==> config.mk <==
export PLATFORM = sky130hd
export DESIGN_NAME = sd_status_unit
export DESIGN_NICKNAME = d
export VERILOG_FILES = /design/src/rtl/sd_stat_pkg.sv /design/src/rtl/sd_fifo_levels.sv /design/src/rtl/sd_sticky_bank.sv /design/src/rtl/sd_rsp_timer.sv /design/src/rtl/sd_status_unit.sv
export SDC_FILE = /design/constraint.sdc
export NUM_CORES = 1
export LEC_CHECK = 0
export BUFFER_PORTS_ARGS = -buffer_cell sky130_fd_sc_hd__buf_4
export CAP_MARGIN = 20
export CORE_MARGIN = 2
export CORE_UTILIZATION = 39
export CTS_CLUSTER_SIZE = 24
export DETAILED_ROUTE_END_ITERATION = 16
export GPL_ROUTABILITY_DRIVEN = 1
export PLACE_DENSITY = 0.94
export SYNTH_ARGS = -nofsm -noshare
export SYNTH_HDL_FRONTEND = slang
export SYNTH_SLANG_ARGS = --single-unit
export TNS_END_PERCENT = 10
==> constraint.sdc <==
create_clock -name clk_i -period 3.98 [get_ports clk_i]
set_input_delay 0.796 -clock clk_i [delete_from_list [all_inputs] [get_ports clk_i]]
set_output_delay 0.796 -clock clk_i [all_outputs]
set_load 0.05 [all_outputs]
==> src/rtl/sd_stat_pkg.sv <==
package sd_stat_pkg;
  localparam int STAT_W = 32;
  localparam int EVT_W  = 11;

  localparam int B_CMD_CRC  = 0;
  localparam int B_CMD_TMO  = 2;
  localparam int B_RSP_OK   = 6;
  localparam int B_RSVD     = 9;
  localparam int B_CMD_ACT  = 11;

  // sticky positions: 0..8 and 10
  localparam logic [STAT_W-1:0] STICKY_MASK = 32'h0000_05FF;

  // packed MSB-first so it lands on status bits 20..14
  typedef struct packed {
    logic tx_avail;
    logic rx_empty;
    logic tx_empty;
    logic rx_full;
    logic tx_full;
    logic rx_half;
    logic tx_half;
  } fifo_lvl_t;
endpackage

==> src/rtl/sd_fifo_levels.sv <==
module sd_fifo_levels
  import sd_stat_pkg::*;
#(
  parameter int DEPTH     = 16,
  parameter int FC_MARGIN = 2,
  localparam int CW       = $clog2(DEPTH + 1)
) (
  input  logic          clk_i,
  input  logic          rst_ni,
  input  logic [CW-1:0] tx_cnt_i,
  input  logic [CW-1:0] rx_cnt_i,
  input  logic          flow_i,
  output fifo_lvl_t     lvl_o
);
  localparam logic [CW-1:0] FULL_C = CW'(DEPTH);
  localparam logic [CW-1:0] HALF_C = CW'(DEPTH / 2);
  localparam logic [CW-1:0] TXE_FC = CW'(FC_MARGIN);
  localparam logic [CW-1:0] RXF_FC = CW'(DEPTH - FC_MARGIN);

  always_comb begin
    lvl_o.tx_avail = (tx_cnt_i != '0);
    lvl_o.rx_empty = (rx_cnt_i == '0);
    lvl_o.tx_full  = (tx_cnt_i == FULL_C);
    lvl_o.rx_half  = (rx_cnt_i >= HALF_C);
    lvl_o.tx_half  = (tx_cnt_i <= HALF_C);
    lvl_o.tx_empty = flow_i ? (tx_cnt_i <= TXE_FC) : (tx_cnt_i == '0);
    lvl_o.rx_full  = flow_i ? (rx_cnt_i >= RXF_FC) : (rx_cnt_i == FULL_C);
  end

  assert_tx_excl_R3: assert property (@(posedge clk_i) disable iff (!rst_ni)
    !(lvl_o.tx_full && lvl_o.tx_empty));
  assert_rx_excl_R2: assert property (@(posedge clk_i) disable iff (!rst_ni)
    !(lvl_o.rx_empty && lvl_o.rx_half));
endmodule

==> src/rtl/sd_sticky_bank.sv <==
module sd_sticky_bank #(
  parameter int          W    = 32,
  parameter logic [W-1:0] MASK = '1
) (
  input  logic         clk_i,
  input  logic         rst_ni,
  input  logic [W-1:0] set_i,
  input  logic         clr_we_i,
  input  logic [W-1:0] clr_i,
  output logic [W-1:0] q_o
);
  logic [W-1:0] set_m, clr_m, q;

  assign set_m = set_i & MASK;
  assign clr_m = clr_we_i ? (clr_i & MASK) : '0;

  // set beats clear in the same cycle
  always_ff @(posedge clk_i or negedge rst_ni)
    if (!rst_ni) q <= '0;
    else         q <= (q & ~clr_m) | set_m;

  assign q_o = q;

  assert_set_wins_R9: assert property (@(posedge clk_i) disable iff (!rst_ni)
    (set_m != '0) |=> ((q & $past(set_m)) == $past(set_m)));
  assert_clear_R6: assert property (@(posedge clk_i) disable iff (!rst_ni)
    clr_we_i |=> ((q & $past(clr_i & ~set_i & MASK)) == '0));
  assert_hold_R5: assert property (@(posedge clk_i) disable iff (!rst_ni)
    (!clr_we_i && set_m == '0) |=> $stable(q));
endmodule

==> src/rtl/sd_rsp_timer.sv <==
module sd_rsp_timer #(
  parameter int  TMO = 64,
  localparam int CW  = $clog2(TMO)
) (
  input  logic clk_i,
  input  logic rst_ni,
  input  logic issue_i,
  input  logic rsp_i,
  input  logic tick_i,
  output logic tmo_o
);
  localparam logic [CW-1:0] LAST = CW'(TMO - 1);

  logic          run;
  logic [CW-1:0] cnt;

  assign tmo_o = run && tick_i && (cnt == LAST) && !rsp_i;

  always_ff @(posedge clk_i or negedge rst_ni)
    if (!rst_ni) begin
      run <= 1'b0;
      cnt <= '0;
    end else if (issue_i) begin
      run <= 1'b1;
      cnt <= '0;
    end else if (rsp_i || tmo_o) begin
      run <= 1'b0;
    end else if (run && tick_i) begin
      cnt <= cnt + 1'b1;
    end

  assert_single_pulse_R10: assert property (@(posedge clk_i) disable iff (!rst_ni)
    tmo_o |=> !tmo_o);
  assert_rsp_cancel_R11: assert property (@(posedge clk_i) disable iff (!rst_ni)
    (rsp_i && !issue_i) |=> !tmo_o);
  assert_tick_only_R12: assert property (@(posedge clk_i) disable iff (!rst_ni)
    tmo_o |-> tick_i);
endmodule

==> src/rtl/sd_status_unit.sv <==
module sd_status_unit
  import sd_stat_pkg::*;
#(
  parameter int  DEPTH     = 16,
  parameter int  FC_MARGIN = 2,
  parameter int  TMO       = 64,
  localparam int CW        = $clog2(DEPTH + 1)
) (
  input  logic              clk_i,
  input  logic              rst_ni,
  input  logic [CW-1:0]     tx_count_i,
  input  logic [CW-1:0]     rx_count_i,
  input  logic              flow_ctrl_i,
  input  logic              cmd_busy_i,
  input  logic              tx_busy_i,
  input  logic              rx_busy_i,
  input  logic [EVT_W-1:0]  evt_i,
  input  logic              cmd_issue_i,
  input  logic              ck_tick_i,
  input  logic              clr_we_i,
  input  logic [STAT_W-1:0] clr_data_i,
  output logic [STAT_W-1:0] status_o
);
  localparam logic [EVT_W-1:0] EVT_IGN = EVT_W'((1 << B_CMD_TMO) | (1 << B_RSVD));

  fifo_lvl_t         lvl;
  logic              tmo;
  logic              rsp;
  logic [STAT_W-1:0] set_v, sticky_q;

  sd_fifo_levels #(.DEPTH(DEPTH), .FC_MARGIN(FC_MARGIN)) u_levels (
    .clk_i   (clk_i),
    .rst_ni  (rst_ni),
    .tx_cnt_i(tx_count_i),
    .rx_cnt_i(rx_count_i),
    .flow_i  (flow_ctrl_i),
    .lvl_o   (lvl)
  );

  assign rsp = evt_i[B_RSP_OK] | evt_i[B_CMD_CRC];

  sd_rsp_timer #(.TMO(TMO)) u_timer (
    .clk_i  (clk_i),
    .rst_ni (rst_ni),
    .issue_i(cmd_issue_i),
    .rsp_i  (rsp),
    .tick_i (ck_tick_i),
    .tmo_o  (tmo)
  );

  // bit 2 is owned by the timer, bit 9 is reserved
  assign set_v = STAT_W'(evt_i & ~EVT_IGN) | (STAT_W'(tmo) << B_CMD_TMO);

  sd_sticky_bank #(.W(STAT_W), .MASK(STICKY_MASK)) u_sticky (
    .clk_i   (clk_i),
    .rst_ni  (rst_ni),
    .set_i   (set_v),
    .clr_we_i(clr_we_i),
    .clr_i   (clr_data_i),
    .q_o     (sticky_q)
  );

  assign status_o = sticky_q |
                    {11'b0, lvl, rx_busy_i, tx_busy_i, cmd_busy_i, 11'b0};

  assert_reserved_zero_R7: assert property (@(posedge clk_i) disable iff (!rst_ni)
    (status_o[31:21] == '0) && !status_o[B_RSVD]);
  assert_live_act_R8: assert property (@(posedge clk_i) disable iff (!rst_ni)
    status_o[B_CMD_ACT] == cmd_busy_i);
endmodule

After elaboration in Yosys (flattened, before gate mapping)
Cells that the tools add are included.
{ "totals": {"latchBits": 0, "input_bits": 62, "reg_bits": 39, "mem_count": 0, "mem_bits_rw": 0, "wordCells": 37, "out_inout_bits": 32, "mem_bits_ro": 0} }
{ "classes": {"shifts": 0, "n_addsub": 1, "n_div": 0, "n_reduce_logical": 11, "mul": 0, "n_mux": 8, "bitwise": 6, "order_cmp": 4, "eq_ne": 4} }
{ "op_table": {"columns": ["cell", "n"], "rows": [
  ["32-bit bitwise AND", 1],
  ["32-bit NOT", 1],
  ["32-bit by 11-bit OR with 32-bit output", 1],
  ["32-bit by 21-bit OR with 32-bit output", 1],
  ["6-bit 2-to-1 mux", 3],
  ["11-bit 2-to-1 mux", 1],
  ["11-bit by 3-bit OR with 11-bit output", 1],
  ["5-bit equality test (second input constant)", 2],
  ["5-bit by 4-bit greater-or-equal comparator with 1-bit output (second input constant)", 2],
  ["5-bit zero test", 2],
  ["6-bit by 1-bit adder with 6-bit output (second input constant)", 1],
  ["6-bit equality test (second input constant)", 1],
  ["5-bit by 2-bit less-or-equal comparator with 1-bit output (second input constant)", 1],
  ["5-bit by 4-bit less-or-equal comparator with 1-bit output (second input constant)", 1],
  ["5-bit nonzero test", 1],
  ["1-bit 2-to-1 mux", 4],
  ["2-bit nonzero test", 2],
  ["1-bit logical AND", 3],
  ["2-bit != test (second input constant)", 1],
  ["2-bit AND reduction", 1],
  ["1-bit zero test", 1],
  ["1-bit logical OR", 1],
  ["1-bit OR", 1]
]} }

Depth between registers and ports, before layout
Gate-level depths: netlist of the first run.
{ "depth": {"depth_word": 6, "mapped_depth": 5, "mapped_depth_nobuf": 4} }

Modules after synthesis
From an unflattened synthesis of the first run, not the netlist that was laid out.
{ "hier_totals": {"hier_cells": 126, "area_unflattened_um2": 1159.9} }
{ "modules_own_cells": {"columns": ["module", "area_each_um2", "instances", "seq_area_each_um2", "cells_per_inst"], "rows": [
  ["sd_sticky_bank", 543.0, 1, 250.2, 54],
  ["sd_rsp_timer", 450.4, 1, 175.2, 44],
  ["sd_fifo_levels", 93.8, 1, 0.0, 16],
  ["sd_status_unit", 72.6, 1, 0.0, 12]
]} }

Worst setup path after synthesis of the first run
No wires, ideal clock.
{ "synth_path": {"kind": "input to output", "from": "in rx_count_i[3]", "to": "out status_o[19]", "slack_ns": 0.472, "path_stages": 2, "t_required_ns": 3.184, "n_path_buf": 0, "arrival_ns": 2.712, "path_cell_list": "or2_2 > nor4_1"} }
{ "synth_between": {"elab_chain_cells": 2} }
{ "synth_lines": {"columns": ["element", "line_no", "source"], "rows": [
  ["from (decl)", "sd_status_unit.sv:12", "input logic [CW-1:0] rx_count_i,"],
  ["5-bit zero test", "sd_fifo_levels.sv:22", "lvl_o.rx_empty = (rx_cnt_i == '0);"],
  ["32-bit by 21-bit OR with 32-bit output", "sd_status_unit.sv:63", "assign status_o = sticky_q |"],
  ["to (decl)", "sd_status_unit.sv:22", "output logic [STAT_W-1:0] status_o"]
]} }
Every way passes these cells.

Worst setup path in the final report of the first run
{ "layout_path": {"from": "in flow_ctrl_i", "to": "out status_o[18]"} }
{ "layout_between": {"elab_chain_cells": 2} }
{ "layout_lines": {"columns": ["element", "line_no", "source"], "rows": [
  ["from (decl)", "sd_status_unit.sv:13", "input logic flow_ctrl_i,"],
  ["1-bit 2-to-1 mux", "sd_fifo_levels.sv:26", "lvl_o.tx_empty = flow_i ? (tx_cnt_i <= TXE_FC) : (tx_cnt_i == '0);"],
  ["32-bit by 21-bit OR with 32-bit output", "sd_status_unit.sv:63", null]
]} }
Every way passes these cells.

==> results.toml, run 1 <==
[global_route]
grt_antenna_before_repair = 0
pin_count_of_the_biggest_net_entering_global_routing = 18
grt.overflow.total = 0
grt_first_pass_wirelength_um = 3510
first_global_vias = 842
grt_util_all_layers_pct = 16.3

[setup_path]
timing.critical_path.from_type = "input port"
timing.rr.start = "u_timer.cnt[0]"
crit_path_required_time_ps = 3180
criticalPathCategory = "input port to output pin"
critPathMaxFanout = 3
worst_setup_path_startpoint = "flow_ctrl_i"
cp-end-kind = "output pin"
worstPathArrival_ps = 1850

[pwr]
switching_power_uw = 139
share_clk_of_total_power_pct = 22.8
power.combinational.fraction_pct = 31.3
powerDensity_mw_per_mm2 = 291
power_frac_seq_pct = 45.9
power_leakage_nw = 0.663
power_report.internal_total_uw = 263
total_power_uw = 402
vdd_ir_drop_max_mv = 0.157
power.share.switching_pct = 34.7

[timing]
fin_worst_skew_ps = 3.62
fmax_mhz = 378
final_clock_period_utilization_by_the_worst_path_pct = 66.5
final_period_minus_worst_setup_slack_ps = 2650
finalSetupViolCount = 0
sum_of_negative_setup_slack_ps = 0
rsz_0062_raised_after_global_routing = "no"
hold_violations = 0
fin_hold_ws_ps = 356
pins_over_their_slew_limit = 0

[clock_network]
clockRootBuffer = "clkbuf_4"
cts.htree.levels = 1
clk_transition_reported_paths_ps = 100
cts_made_buffers = 3
post_cts_repair_resize_count = 0
numClockSinks = 17
buffers_inserted_during_post_cts_setup_optimization = 0
cts.hold.buffers_added = 0
clk_latency_ps = 280
cts-root-to-sink-buffers = 2
tritoncts = "done"

[synthesis]
synth.lib_cells_used.distinct = 32
syn_area_per_cell_um2 = 10.1
synth.ff_latch_count = 17
postSynthCellCount = 101
synth.yosys.seq_area_share_pct = 41.7
syn_area_mm2 = 0.00102
synth.yosys.warnings = 0

[floorplanning]
core_area_mm2 = 0.00248
floorplan.die.width_um = 55.2
row_count = 18
fp.dieH_um = 55.2
die_area_mm2 = 0.00304
initial_utilization_pct = 41.2
io-pin-count = 94

[routing]
first_iter_violations = 11
drt_pre_antenna_iters = 4
drc_errors = 0
route.final.wire_length_um = 2450
final_antenna_net_count = 0
drt-wirelength-per-cell_um = 13.7
vias_per_cell = 5.06
vias = 905

[place]
gp_congestion = 0.841
numPlacedInstances = 175
post-dp-hpwl_um = 1970
port_buffers = 51

[cells_and_area]
drive_gt1_share_pct = 41.6
flow.area_growth_from_synthesis_pct = 35.5
final_cells = 179
final_nets = 213
antenna_cells = 0

[outcome]
status = "completed"

[hold_path]
min-delay-path-class = "input port to async pin"

[run]
timing.max_cap.violations = 0
==> Yosys cell counts (all sizes together) <==
library cell / number / share of area [%]
mux2i: 1 / 0.98
or2: 1 / 0.61
nand2: 13 / 4.8
or3: 2 / 1.2
clkbuf: 3 / 1.2
buf: 15 / 11
and3: 2 / 1.7
nand2b: 2 / 1.2
nor3b: 2 / 1.5
mux2: 3 / 3.3
and4bb: 1 / 1.6
o21ai: 2 / 0.98
nor2b: 4 / 2.5
nor2: 2 / 0.74
conb: 1 / 0.37
inv: 1 / 0.37
a21o: 10 / 7.5
nand4: 3 / 1.8
ha: 1 / 1.2
a21oi: 4 / 2.0
a311oi: 3 / 3.2
a31oi: 1 / 2.1
nand3: 2 / 0.98
maj3: 1 / 0.98
nor4: 3 / 1.8
nand4bb: 1 / 2.7
dfrtp: 17 / 42
==> path summary, 6_finish.rpt <==
check / slack (ps) / to / cells after the start
worst max register to register: 2500 / u_timer.cnt[3] / 3
worst min register to register: 490 / u_sticky.q_o[8] / 1
max in group asynchronous: 3440 / u_timer.cnt[4] / 1
worst max-delay path: 1330 / status_o[18] / 5
min in group clk_i: 490 / u_sticky.q_o[8] / 1
worst min-delay path: 360 / u_timer.cnt[5] / 1
==> per-stage QoR <==
stage	util (%)	worst slack (ps)	area (um^2)
floorplan	-	472	1060
global placement	54.8	1380	1360
detailed placement	54.8	1370	1360
CTS	55.9	1370	1380
global route	55.9	1340	1380
finish	55.9	1330	1380
==> cell usage in the layout, fill, tap and decap left out <==
| master | instances |
|---|---|
| nor2b_1 | 4 |
| nand2b_1 | 2 |
| a31oi_4 | 1 |
| nand3_1 | 2 |
| conb_1 | 12 |
| maj3_1 | 1 |
| or3_1 | 2 |
| nand4_1 | 3 |
| a21oi_1 | 4 |
| a21o_1 | 9 |
| and3_4 | 1 |
| o21ai_0 | 2 |
| nor4_1 | 3 |
| clkbuf_1 | 1 |
| a311oi_2 | 1 |
| mux2_2 | 1 |
| a311oi_1 | 2 |
| nor3b_1 | 2 |
| nand4bb_4 | 1 |
| mux2_1 | 2 |
| buf_4 | 51 |
| inv_1 | 1 |
| and4bb_4 | 1 |
| a21o_2 | 1 |
| mux2i_1 | 1 |
| clkbuf_4 | 3 |
| or2_2 | 1 |
| and3_1 | 1 |
| ha_1 | 1 |
| nor2_1 | 2 |
| dfrtp_1 | 17 |
| nand2_1 | 13 |
==> sequential cells by signal, indices dropped and copies added (netlist names) <==
name,count
u_sticky.q_o,10
u_timer.cnt,6
u_timer.run,1
==> worst max-delay path: stages <==
cell and delay, ps:
buf_4 90, inv_1 40, maj3_1 360, nor4_1 290, buf_4 270
==> routing by layer <==
metal / vias to the layer above / track usage (%) / part of all wire [%]
met3: 2 / 3.49 / 10
met5: - / 0 / 0
met4: 0 / 3.66 / 0.41
met1: 430 / 14.3 / 35
li1: 425 / - / -
met2: 48 / 35.9 / 55
==> logic make-up after synthesis <==
group | synth area share (%)
DFF | 41.7
and+or+nand+nor | 23.2
adders and majority gates | 2.21
other | 0.367
buffers and inverters | 12.6
muxes | 4.29
AOI/OAI and AO/OA | 15.7
==> layout make-up <==
| class | count | area, um^2 |
|---|---|---|
| fillers | 217 | 1090 |
| well taps | 30 | 37.5 |
| clock buffers | 4 | 26.3 |
| flip-flops and latches | 17 | 425 |
| multi-input cells | 76 | 508 |
| inverters | 1 | 3.75 |
| repair buffers | 51 | 383 |
==> power groups by stage <==
stage	Clock [mW]	Combinational, mW	Sequential (mW)
6_report	0.0918	0.126	0.185
5_1_grt	0.101	0.133	0.185
4_1_cts	0.0965	0.126	0.185
3_5_place_dp	0	0.126	0.188
3_3_place_gp	0	0.123	0.187
2_1_floorplan	0	0.0709	0.209
(Power assumes the default switching activity.)
==> run 2: changes to the inputs <==
--- a/config.mk
+++ b/config.mk
@@ -8,11 +8,11 @@
 export BUFFER_PORTS_ARGS = -buffer_cell sky130_fd_sc_hd__buf_4
 export CAP_MARGIN = 20
 export CORE_MARGIN = 2
-export CORE_UTILIZATION = 39
+export CORE_UTILIZATION = 33
 export CTS_CLUSTER_SIZE = 24
 export DETAILED_ROUTE_END_ITERATION = 16
 export GPL_ROUTABILITY_DRIVEN = 1
-export PLACE_DENSITY = 0.94
+export PLACE_DENSITY = 0.86
 export SYNTH_ARGS = -nofsm -noshare
 export SYNTH_HDL_FRONTEND = slang
 export SYNTH_SLANG_ARGS = --single-unit
==> constraint.sdc (replaced) <==
create_clock -name clk_i -period 2.4 [get_ports clk_i]
set_input_delay 0.48 -clock clk_i [delete_from_list [all_inputs] [get_ports clk_i]]
set_output_delay 0.48 -clock clk_i [all_outputs]
set_load 0.05 [all_outputs]
==> results.toml, run 2 (synthesis gave the netlist of run 1 again) <==
[floorplanning]
fp.dieH_um = 59.6
floorplan.die.width_um = 59.6
core_area_mm2 = 0.00300
io-pin-count = 94
initial_utilization_pct = 34.0
row_count = 20
die_area_mm2 = 0.00355

[place]
gp_congestion = 0.757
place_area_mm2 = 0.00137
post-dp-hpwl_um = 1640
place_ws_ps = 428
port_buffers = 51
numPlacedInstances = 178

[global_route]
pin_count_of_the_biggest_net_entering_global_routing = 18
grt_first_pass_wirelength_um = 3240
grt.overflow.total = 0
first_global_vias = 761
grt_util_all_layers_pct = 12.1
grt_antenna_before_repair = 0

[routing]
first_iter_violations = 14
vias = 856
final_antenna_net_count = 0
drt_pre_antenna_iters = 4
route.final.wire_length_um = 2080
drt-wirelength-per-cell_um = 11.4
drc_errors = 0
vias_per_cell = 4.70

[cells_and_area]
final_area_mm2 = 0.00139
highest_count_cells_in_the_layout_ignoring_fill_and_taps = "buf_4 (51), dfrtp_1 (17), nand2_1 (13), conb_1 (12), a21o_1 (9)"
flow.area_growth_from_synthesis_pct = 36.5
antenna_cells = 0
final_cells = 182
final_nets = 213
mostFrequentLayoutCell = "buf_4"
utilization_pct = 46.4
final.fill_count = 291
largest_register_ff_count = 10
drive_gt1_share_pct = 42.3

[clock_network]
tritoncts = "done"
clk_latency_ps = 290
cts.hold.buffers_added = 0
clk_transition_reported_paths_ps = 100
clockRootBuffer = "clkbuf_4"
numClockSinks = 17
cts.htree.levels = 1
buffers_inserted_during_post_cts_setup_optimization = 0
post_cts_repair_resize_count = 0
cts_made_buffers = 3
cts-root-to-sink-buffers = 2

[pwr]
vdd_ir_drop_max_mv = 0.138
total_power_uw = 664
powerDensity_mw_per_mm2 = 477
power_leakage_nw = 0.664

[hold_path]
min-delay-path-class = "input port to async pin"

[setup_path]
cp-end-kind = "output pin"
worstPathArrival_ps = 1500
crit_path_required_time_ps = 1920
critPathMaxFanout = 3
timing.critical_path.from_type = "input port"
criticalPathCategory = "input port to output pin"

[timing]
fin_hold_ws_ps = 36.7
fin_worst_skew_ps = 0.841
hold_violations = 0
worst_slack_ps = 424
final_period_minus_worst_setup_slack_ps = 1980
fmax_mhz = 506
pins_over_their_slew_limit = 0
final_clock_period_utilization_by_the_worst_path_pct = 82.3
finalSetupViolCount = 0
sum_of_negative_setup_slack_ps = 0
rsz_0062_raised_after_global_routing = "no"

[run]
timing.max_cap.violations = 0

[outcome]
status = "completed"
## run 2: area by class of cell
cell class | count | area, um^2 | share of cell area, %
inverters | 1 | 3.75 | 0.269
multi-input cells | 76 | 514 | 36.9
well taps | 33 | 41.3 | 2.96
clock buffers | 4 | 26.3 | 1.89
repair buffers | 51 | 383 | 27.5
flip-flops and latches | 17 | 425 | 30.5
## run 2: worst paths after layout
path / startpoint / end / slack, ps / cells past startpoint
min in group clk_i: evt_i[1] / u_sticky.q_o[1] / 360 / 2
worst min-delay path: rst_ni / u_sticky.q_o[6] / 40 / 1
max in group asynchronous: rst_ni / u_timer.cnt[2] / 2180 / 1
worst max-delay path: tx_count_i[1] / status_o[20] / 420 / 4
worst max register to register: u_timer.cnt[0] / u_timer.cnt[3] / 920 / 3
worst min register to register: u_sticky.q_o[10] / u_sticky.q_o[10] / 490 / 1
## run 2: power breakdown
group	switching [mW]	total, mW	internal [mW]
clock network	0.0888	0.153	0.0646
registers	0.00727	0.305	0.298
logic	0.133	0.206	0.0732
## run 2: per-layer routing
layer	global-route usage, %	part of all wire (%)
met4	4.76	1.2
met2	19.5	46
met1	14.6	42
met5	0	0
met3	4.37	11
## run 2: worst max-delay path, stage by stage
cell,delay (ps)
buf_4,110
or3_1,400
or3_1,310
buf_4,190
